$ cat src/rtl/mgp_pkg.sv
package mgp_pkg;

  // Kind of register an address falls into.
  typedef enum logic [1:0] {
    ACC_NONE = 2'd0,
    ACC_DATA = 2'd1,
    ACC_DIR  = 2'd2
  } acc_kind_e;

  // Default byte offset of the direction register.
  localparam int unsigned DIR_OFFSET_DEF = 32'h400;

endpackage

$ cat src/rtl/mgp_decode.sv
module mgp_decode #(
  parameter int unsigned NPINS   = 8,
  parameter int unsigned ADDR_W  = 12,
  parameter int unsigned DIR_OFF = mgp_pkg::DIR_OFFSET_DEF
) (
  input  logic [ADDR_W-1:0]  addr,
  input  logic               we,
  output mgp_pkg::acc_kind_e kind,
  output logic [NPINS-1:0]   lane_mask,
  output logic               data_wr,
  output logic               dir_wr
);
  import mgp_pkg::*;

  localparam int unsigned MASK_LSB = 2;
  localparam int unsigned MASK_MSB = NPINS + MASK_LSB - 1;
  localparam logic [ADDR_W-1:0] DIR_ADDR = ADDR_W'(DIR_OFF);

  // The data window must cover all mask bits and must fit in the address.
  if ((1 << (MASK_MSB + 1)) > DIR_OFF) begin : g_bad_window
    $error("mgp_decode: data window too small for NPINS");
  end
  if (ADDR_W <= MASK_MSB + 1) begin : g_bad_addr
    $error("mgp_decode: ADDR_W too narrow");
  end

  // Per-pin selection carried in the address.
  function automatic logic [NPINS-1:0] mask_of(input logic [ADDR_W-1:0] a);
    return a[MASK_MSB:MASK_LSB];
  endfunction

  function automatic acc_kind_e classify(input logic [ADDR_W-1:0] a);
    if (a < DIR_ADDR)       return ACC_DATA;
    else if (a == DIR_ADDR) return ACC_DIR;
    else                    return ACC_NONE;
  endfunction

  always_comb begin
    kind      = classify(addr);
    lane_mask = mask_of(addr);
    data_wr   = we && (kind == ACC_DATA);
    dir_wr    = we && (kind == ACC_DIR);
  end

endmodule

$ cat src/rtl/mgp_regs.sv
module mgp_regs #(
  parameter int unsigned NPINS = 8
) (
  input  logic             clk,
  input  logic             rst_n,
  input  logic             data_wr,
  input  logic             dir_wr,
  input  logic [NPINS-1:0] lane_mask,
  input  logic [NPINS-1:0] wdata,
  output logic [NPINS-1:0] dir_q,
  output logic [NPINS-1:0] out_q
);

  // A pin's stored value accepts a data write only when selected and output.
  function automatic logic lane_takes(input logic sel, input logic is_out);
    return sel && is_out;
  endfunction

  for (genvar n = 0; n < NPINS; n++) begin : g_pin
    always_ff @(posedge clk) begin
      if (!rst_n) begin
        dir_q[n] <= 1'b0;
      end else if (dir_wr) begin
        dir_q[n] <= wdata[n];
      end
    end

    always_ff @(posedge clk) begin
      if (!rst_n) begin
        out_q[n] <= 1'b0;
      end else if (data_wr && lane_takes(lane_mask[n], dir_q[n])) begin
        out_q[n] <= wdata[n];
      end
    end
  end

endmodule

$ cat src/rtl/mgp_sync.sv
module mgp_sync #(
  parameter int unsigned NPINS  = 8,
  parameter int unsigned STAGES = 2
) (
  input  logic             clk,
  input  logic             rst_n,
  input  logic [NPINS-1:0] async_in,
  output logic [NPINS-1:0] sync_out
);

  if (STAGES < 2) begin : g_bad_stages
    $error("mgp_sync: at least two stages required");
  end

  for (genvar n = 0; n < NPINS; n++) begin : g_pin
    logic [STAGES-1:0] chain_q;
    always_ff @(posedge clk) begin
      if (!rst_n) begin
        chain_q <= '0;
      end else begin
        chain_q <= {chain_q[STAGES-2:0], async_in[n]};
      end
    end
    assign sync_out[n] = chain_q[STAGES-1];
  end

endmodule

$ cat src/rtl/mgp_rdmux.sv
module mgp_rdmux #(
  parameter int unsigned NPINS = 8
) (
  input  mgp_pkg::acc_kind_e kind,
  input  logic [NPINS-1:0]   lane_mask,
  input  logic [NPINS-1:0]   dir_q,
  input  logic [NPINS-1:0]   out_q,
  input  logic [NPINS-1:0]   in_sync,
  output logic [NPINS-1:0]   rdata
);
  import mgp_pkg::*;

  // What a pin reads as: driven value when output, sampled pad when input.
  function automatic logic [NPINS-1:0] pin_view(input logic [NPINS-1:0] d,
                                                input logic [NPINS-1:0] o,
                                                input logic [NPINS-1:0] s);
    return (d & o) | (~d & s);
  endfunction

  always_comb begin
    unique case (kind)
      ACC_DATA: rdata = pin_view(dir_q, out_q, in_sync) & lane_mask;
      ACC_DIR:  rdata = dir_q;
      default:  rdata = '0;
    endcase
  end

endmodule

$ cat src/rtl/maskgpio_port.sv
module maskgpio_port #(
  parameter int unsigned NPINS   = 8,
  parameter int unsigned ADDR_W  = 12,
  parameter int unsigned DIR_OFF = mgp_pkg::DIR_OFFSET_DEF,
  parameter int unsigned SYNC_N  = 2
) (
  input  logic              clk,
  input  logic              rst_n,
  input  logic [ADDR_W-1:0] bus_addr,
  input  logic              bus_we,
  input  logic [NPINS-1:0]  bus_wdata,
  output logic [NPINS-1:0]  bus_rdata,
  input  logic [NPINS-1:0]  pad_in,
  output logic [NPINS-1:0]  pad_out,
  output logic [NPINS-1:0]  pad_oe
);
  import mgp_pkg::*;

  acc_kind_e        acc_kind;
  logic [NPINS-1:0] lane_mask;
  logic             data_wr;
  logic             dir_wr;
  logic             data_sel;
  logic             dir_sel;
  logic [NPINS-1:0] dir_q;
  logic [NPINS-1:0] out_q;
  logic [NPINS-1:0] in_sync;

  mgp_decode #(.NPINS(NPINS), .ADDR_W(ADDR_W), .DIR_OFF(DIR_OFF)) u_decode (
    .addr      (bus_addr),
    .we        (bus_we),
    .kind      (acc_kind),
    .lane_mask (lane_mask),
    .data_wr   (data_wr),
    .dir_wr    (dir_wr)
  );

  mgp_regs #(.NPINS(NPINS)) u_regs (
    .clk       (clk),
    .rst_n     (rst_n),
    .data_wr   (data_wr),
    .dir_wr    (dir_wr),
    .lane_mask (lane_mask),
    .wdata     (bus_wdata),
    .dir_q     (dir_q),
    .out_q     (out_q)
  );

  mgp_sync #(.NPINS(NPINS), .STAGES(SYNC_N)) u_sync (
    .clk      (clk),
    .rst_n    (rst_n),
    .async_in (pad_in),
    .sync_out (in_sync)
  );

  mgp_rdmux #(.NPINS(NPINS)) u_rdmux (
    .kind      (acc_kind),
    .lane_mask (lane_mask),
    .dir_q     (dir_q),
    .out_q     (out_q),
    .in_sync   (in_sync),
    .rdata     (bus_rdata)
  );

  // Named access events for the checker.
  assign data_sel = (acc_kind == ACC_DATA);
  assign dir_sel  = (acc_kind == ACC_DIR);

  assign pad_oe  = dir_q;
  assign pad_out = out_q;

endmodule

$ cat config.mk
export PLATFORM = sky130hd
export DESIGN_NAME = maskgpio_port
export DESIGN_NICKNAME = d
export VERILOG_FILES = /design/src/rtl/mgp_pkg.sv /design/src/rtl/mgp_decode.sv /design/src/rtl/mgp_regs.sv /design/src/rtl/mgp_sync.sv /design/src/rtl/mgp_rdmux.sv /design/src/rtl/maskgpio_port.sv
export SDC_FILE = /design/constraint.sdc
export NUM_CORES = 1
export LEC_CHECK = 0
export BUFFER_PORTS_ARGS = -buffer_cell sky130_fd_sc_hd__buf_4
export CAP_MARGIN = 40
export CORE_MARGIN = 2
export CORE_UTILIZATION = 35
export CTS_BUF_LIST = sky130_fd_sc_hd__clkbuf_8
export DETAILED_ROUTE_END_ITERATION = 10
export GPL_ROUTABILITY_DRIVEN = 0
export GPL_TIMING_DRIVEN = 0
export PLACE_DENSITY_LB_ADDON = 0.25
export SLEW_MARGIN = 20
export SYNTH_ARGS = -nofsm -noshare
export SYNTH_HDL_FRONTEND = slang
export SYNTH_HIERARCHICAL = 1
export SYNTH_SLANG_ARGS = --single-unit
export TNS_END_PERCENT = 1
$ cat constraint.sdc
create_clock -name clk -period 3.5 [get_ports clk]
set_input_delay 0.175 -clock clk [delete_from_list [all_inputs] [get_ports clk]]
set_output_delay 0.175 -clock clk [all_outputs]
set_load 0.1 [all_outputs]
==> flow_summary_export.csv <==
group,metric,value,unit
timing,finalCritPeriodShare,0.747,
worst_setup_path,worstPathCellList,"buf_4, or4_1, nor3_1, ha_1, nor2b_2, buf_6, buf_12, nand3_1, a31oi_1, buf_4",
timing,fin_hold_ws,0.107,ns
min_path,holdPathStages,2,
routing,drt-pass1-iter-count,4,
grt,grt_max_degree,14,
clock_tree,numCtsBuffers,5,
logic_synthesis,syn-num-nets,192,
routing,drt_wl_total,3400,um
run,drv_cap,0,
floorplanning,die_w,70.1,um
timing,slew_headroom,0.679,
worst_setup_path,cp.required,3.32,ns
grt,track_usage,0.147,
timing,worst_pin_slew,0.482,ns
cells_and_area,final_util,0.487,
timing,setup_tns,0,ns
floorplanning,dieArea,0.00491,mm2
worst_setup_path,r2r_cells,2,
logic_synthesis,yosysTopAreaCellShare,0.419,
logic_synthesis,yosysTopAreaCell,"dfxtp_1",
logic_synthesis,ys_top_cells_by_count,"dfxtp_1, buf_4, mux2i_1, nand2_1, a31oi_1",
run_status,outcome,"complete, no violations",
logic_synthesis,synth-main-ff-cell,"dfxtp_1",
grt,first_global_vias,1173,
timing,finClkSkew,0.00443,ns
cells_and_area,diodes,0,
clock_tree,clk_latency,0.28,ns
logic_synthesis,netlist_area,0.00153,mm2
pwr,irDropWorstVdd,0.000292,V
place,io_buffers,54,
logic_synthesis,yosys_register_bits,32,
routing,drc_errors,0,
grt,antenna_found_initial,0,
worst_setup_path,critical_path_arrival,2.44,ns
timing,min_period,2.61,ns
timing,rsz0062_at_grt,"no",
logic_synthesis,avgSynthCellArea,9.62,um2
clock_tree,root_buffer,"clkbuf_8",
routing,vias_per_cell,4.63,
logic_synthesis,synth_cells,159,
routing,drt_iter0_drc,32,
worst_setup_path,worstReg2RegEnd,"u_regs/out_q[4]",
clock_tree,cts_resized,0,
logic_synthesis,ys_types,27,
clock_tree,cts-hold-fix-buffers,0,
floorplanning,core_area,0.00429,mm2
min_path,hold_end,"u_sync/g_pin[4].chain_q[0]",
routing,ant_nets,0,
cells_and_area,area_growth_syn_to_layout,36.9,%
grt,grt_first_pass_wirelength,5610,um
clock_tree,cts_setup_buffers,0,
worst_setup_path,crit_slowest_cell,"or4_1",
pwr,power_per_cell_area,353,mW/mm2
logic_synthesis,synth_most_common_cell,"dfxtp_1",
cells_and_area,final_net_count,253,
logic_synthesis,yosysSeqAreaShare,0.419,
clock_tree,cts_tree,"built",
worst_setup_path,crit_path_end_kind,"output pin",
floorplanning,start_util,0.356,
worst_setup_path,start_kind,"input pin",
routing,vias,1263,
place,dp_hpwl,2490,um
worst_setup_path,path_max_fanout,10,
clock_tree,clock_sinks,32,
clock_tree,cts_max_level,2,
timing,slew_violations,0,
worst_setup_path,worstSetupPathType,"input pin to output pin",
timing,finalSetupViolCount,0,
clock_tree,clock_path_buffers,2,
logic_synthesis,synth_edf_count,0,
cells_and_area,drive_gt1_frac,0.457,
logic_synthesis,yosysWarnings,6,
timing,fmax,0.382,GHz
worst_setup_path,path_common_cell,"buf_4",
min_path,hold_path.class,"input pin to flip-flop",
worst_setup_path,reg2reg_slack,2.73,ns
floorplanning,die_h,70.1,um
floorplanning,row_count,24,
clock_tree,clkSlewWorstSetupHoldPaths,0.06,ns
timing,fin_ws,0.885,ns
logic_synthesis,ys_top_cells_by_area,"dfxtp_1, mux2i_1, buf_4",
worst_setup_path,rr_startpoint,"u_regs/dir_q[4]",
worst_setup_path,slowest_delay,0.57,ns
timing,hold_viol_final,0,
routing,wl_per_cell,12.5,um
min_path,hold_start,"pad_in[4]",
grt,overflow,0,
floorplanning,io_pins,55,
place,place_worst_setup_slack,0.893,ns
logic_synthesis,synthArstFlopShare,0,
pwr,cellLeakagePower,0.935,nW
-- cells in the final DEF, fill, tap and decap left out, drive strengths merged --
master | Yosys | routed
a31oi | 14 | 14
and2 | 17 | 17
buf | 24 | 78
clkbuf | 0 | 6
clkinvlp | 0 | 1
dfxtp | 32 | 32
ha | 2 | 2
inv | 3 | 4
mux2i | 16 | 16
nand2 | 16 | 16
nand2b | 1 | 1
nand3 | 15 | 15
nand4 | 2 | 2
nand4bb | 1 | 1
nor2 | 1 | 1
nor2b | 9 | 9
nor3 | 1 | 1
nor4 | 1 | 1
o211ai | 1 | 1
or4 | 2 | 2
or4b | 1 | 1
-- report_power, final --
part	total, mW	leakage, nW	internal, mW	switching, mW
clock	0.287	0.0486	0.157	0.130
combinational	0.0767	0.625	0.0462	0.0305
sequential	0.375	0.261	0.373	0.00189
total	0.738	0.935	0.576	0.162
-- sequential cells by signal, indices dropped and copies added, names as in the netlist --
register	flops
u_regs/dir_q	8
u_sync/g_pin.chain_q	16
u_regs/out_q	8
-- routing by layer --
metal,wire length (um),vias to the layer above,GRT usage
met2,1630,32,0.228
li1,-,659,-
met4,25,0,0.0513
met1,1560,570,0.186
met3,188,2,0.0563
met5,0,-,0
-- logic make-up (layout without fill, tap and decap cells) --
family	after synthesis	count (layout)	synth area share
compound gates	15	15	0.0622
buf+inv	27	89	0.133
mux	16	16	0.105
simple gates	67	67	0.265
fa+ha+maj	2	2	0.0164
flops	32	32	0.419
-- worst max-delay path by stage --
stage               cells after the start  slack, ns           end         from
floorplan                               8       0.06  bus_rdata[0]  bus_addr[9]
CTS                                    10       0.89  bus_rdata[7]  bus_addr[9]
global route                           10       0.80  bus_rdata[6]  bus_addr[9]
detailed placement                     10       0.89  bus_rdata[7]  bus_addr[9]
global placement                       10       0.90  bus_rdata[6]  bus_addr[9]
finish                                 10       0.89  bus_rdata[6]  bus_addr[9]
-- worst max-delay path, delay by kind of cell --
kind | cells | cell delay (ns)
simple gates | 4 | 1.04
buf+inv | 4 | 0.71
fa+ha+maj | 1 | 0.30
compound gates | 1 | 0.21
-- cell type report --
type | instances | area [um2]
fillers | 405 | 2200
inverters | 3 | 11.3
well taps | 52 | 65.1
clock buffers | 6 | 82.6
flip-flops and latches | 32 | 641
plain buffers | 24 | 191
clock inverters | 2 | 11.3
multi-input cells | 100 | 686
repair buffers | 54 | 405
-- through the flow --
stage	std cells	power, mW	cell area (um2)
2_1_floorplan	159	0.421	1530
3_3_place_gp	265	0.459	2000
3_5_place_dp	265	0.460	2000
4_1_cts	273	0.749	2090
5_1_grt	273	0.775	2090
6_report	273	0.738	2090
No activity file was read; power rests on OpenSTA's default activity.
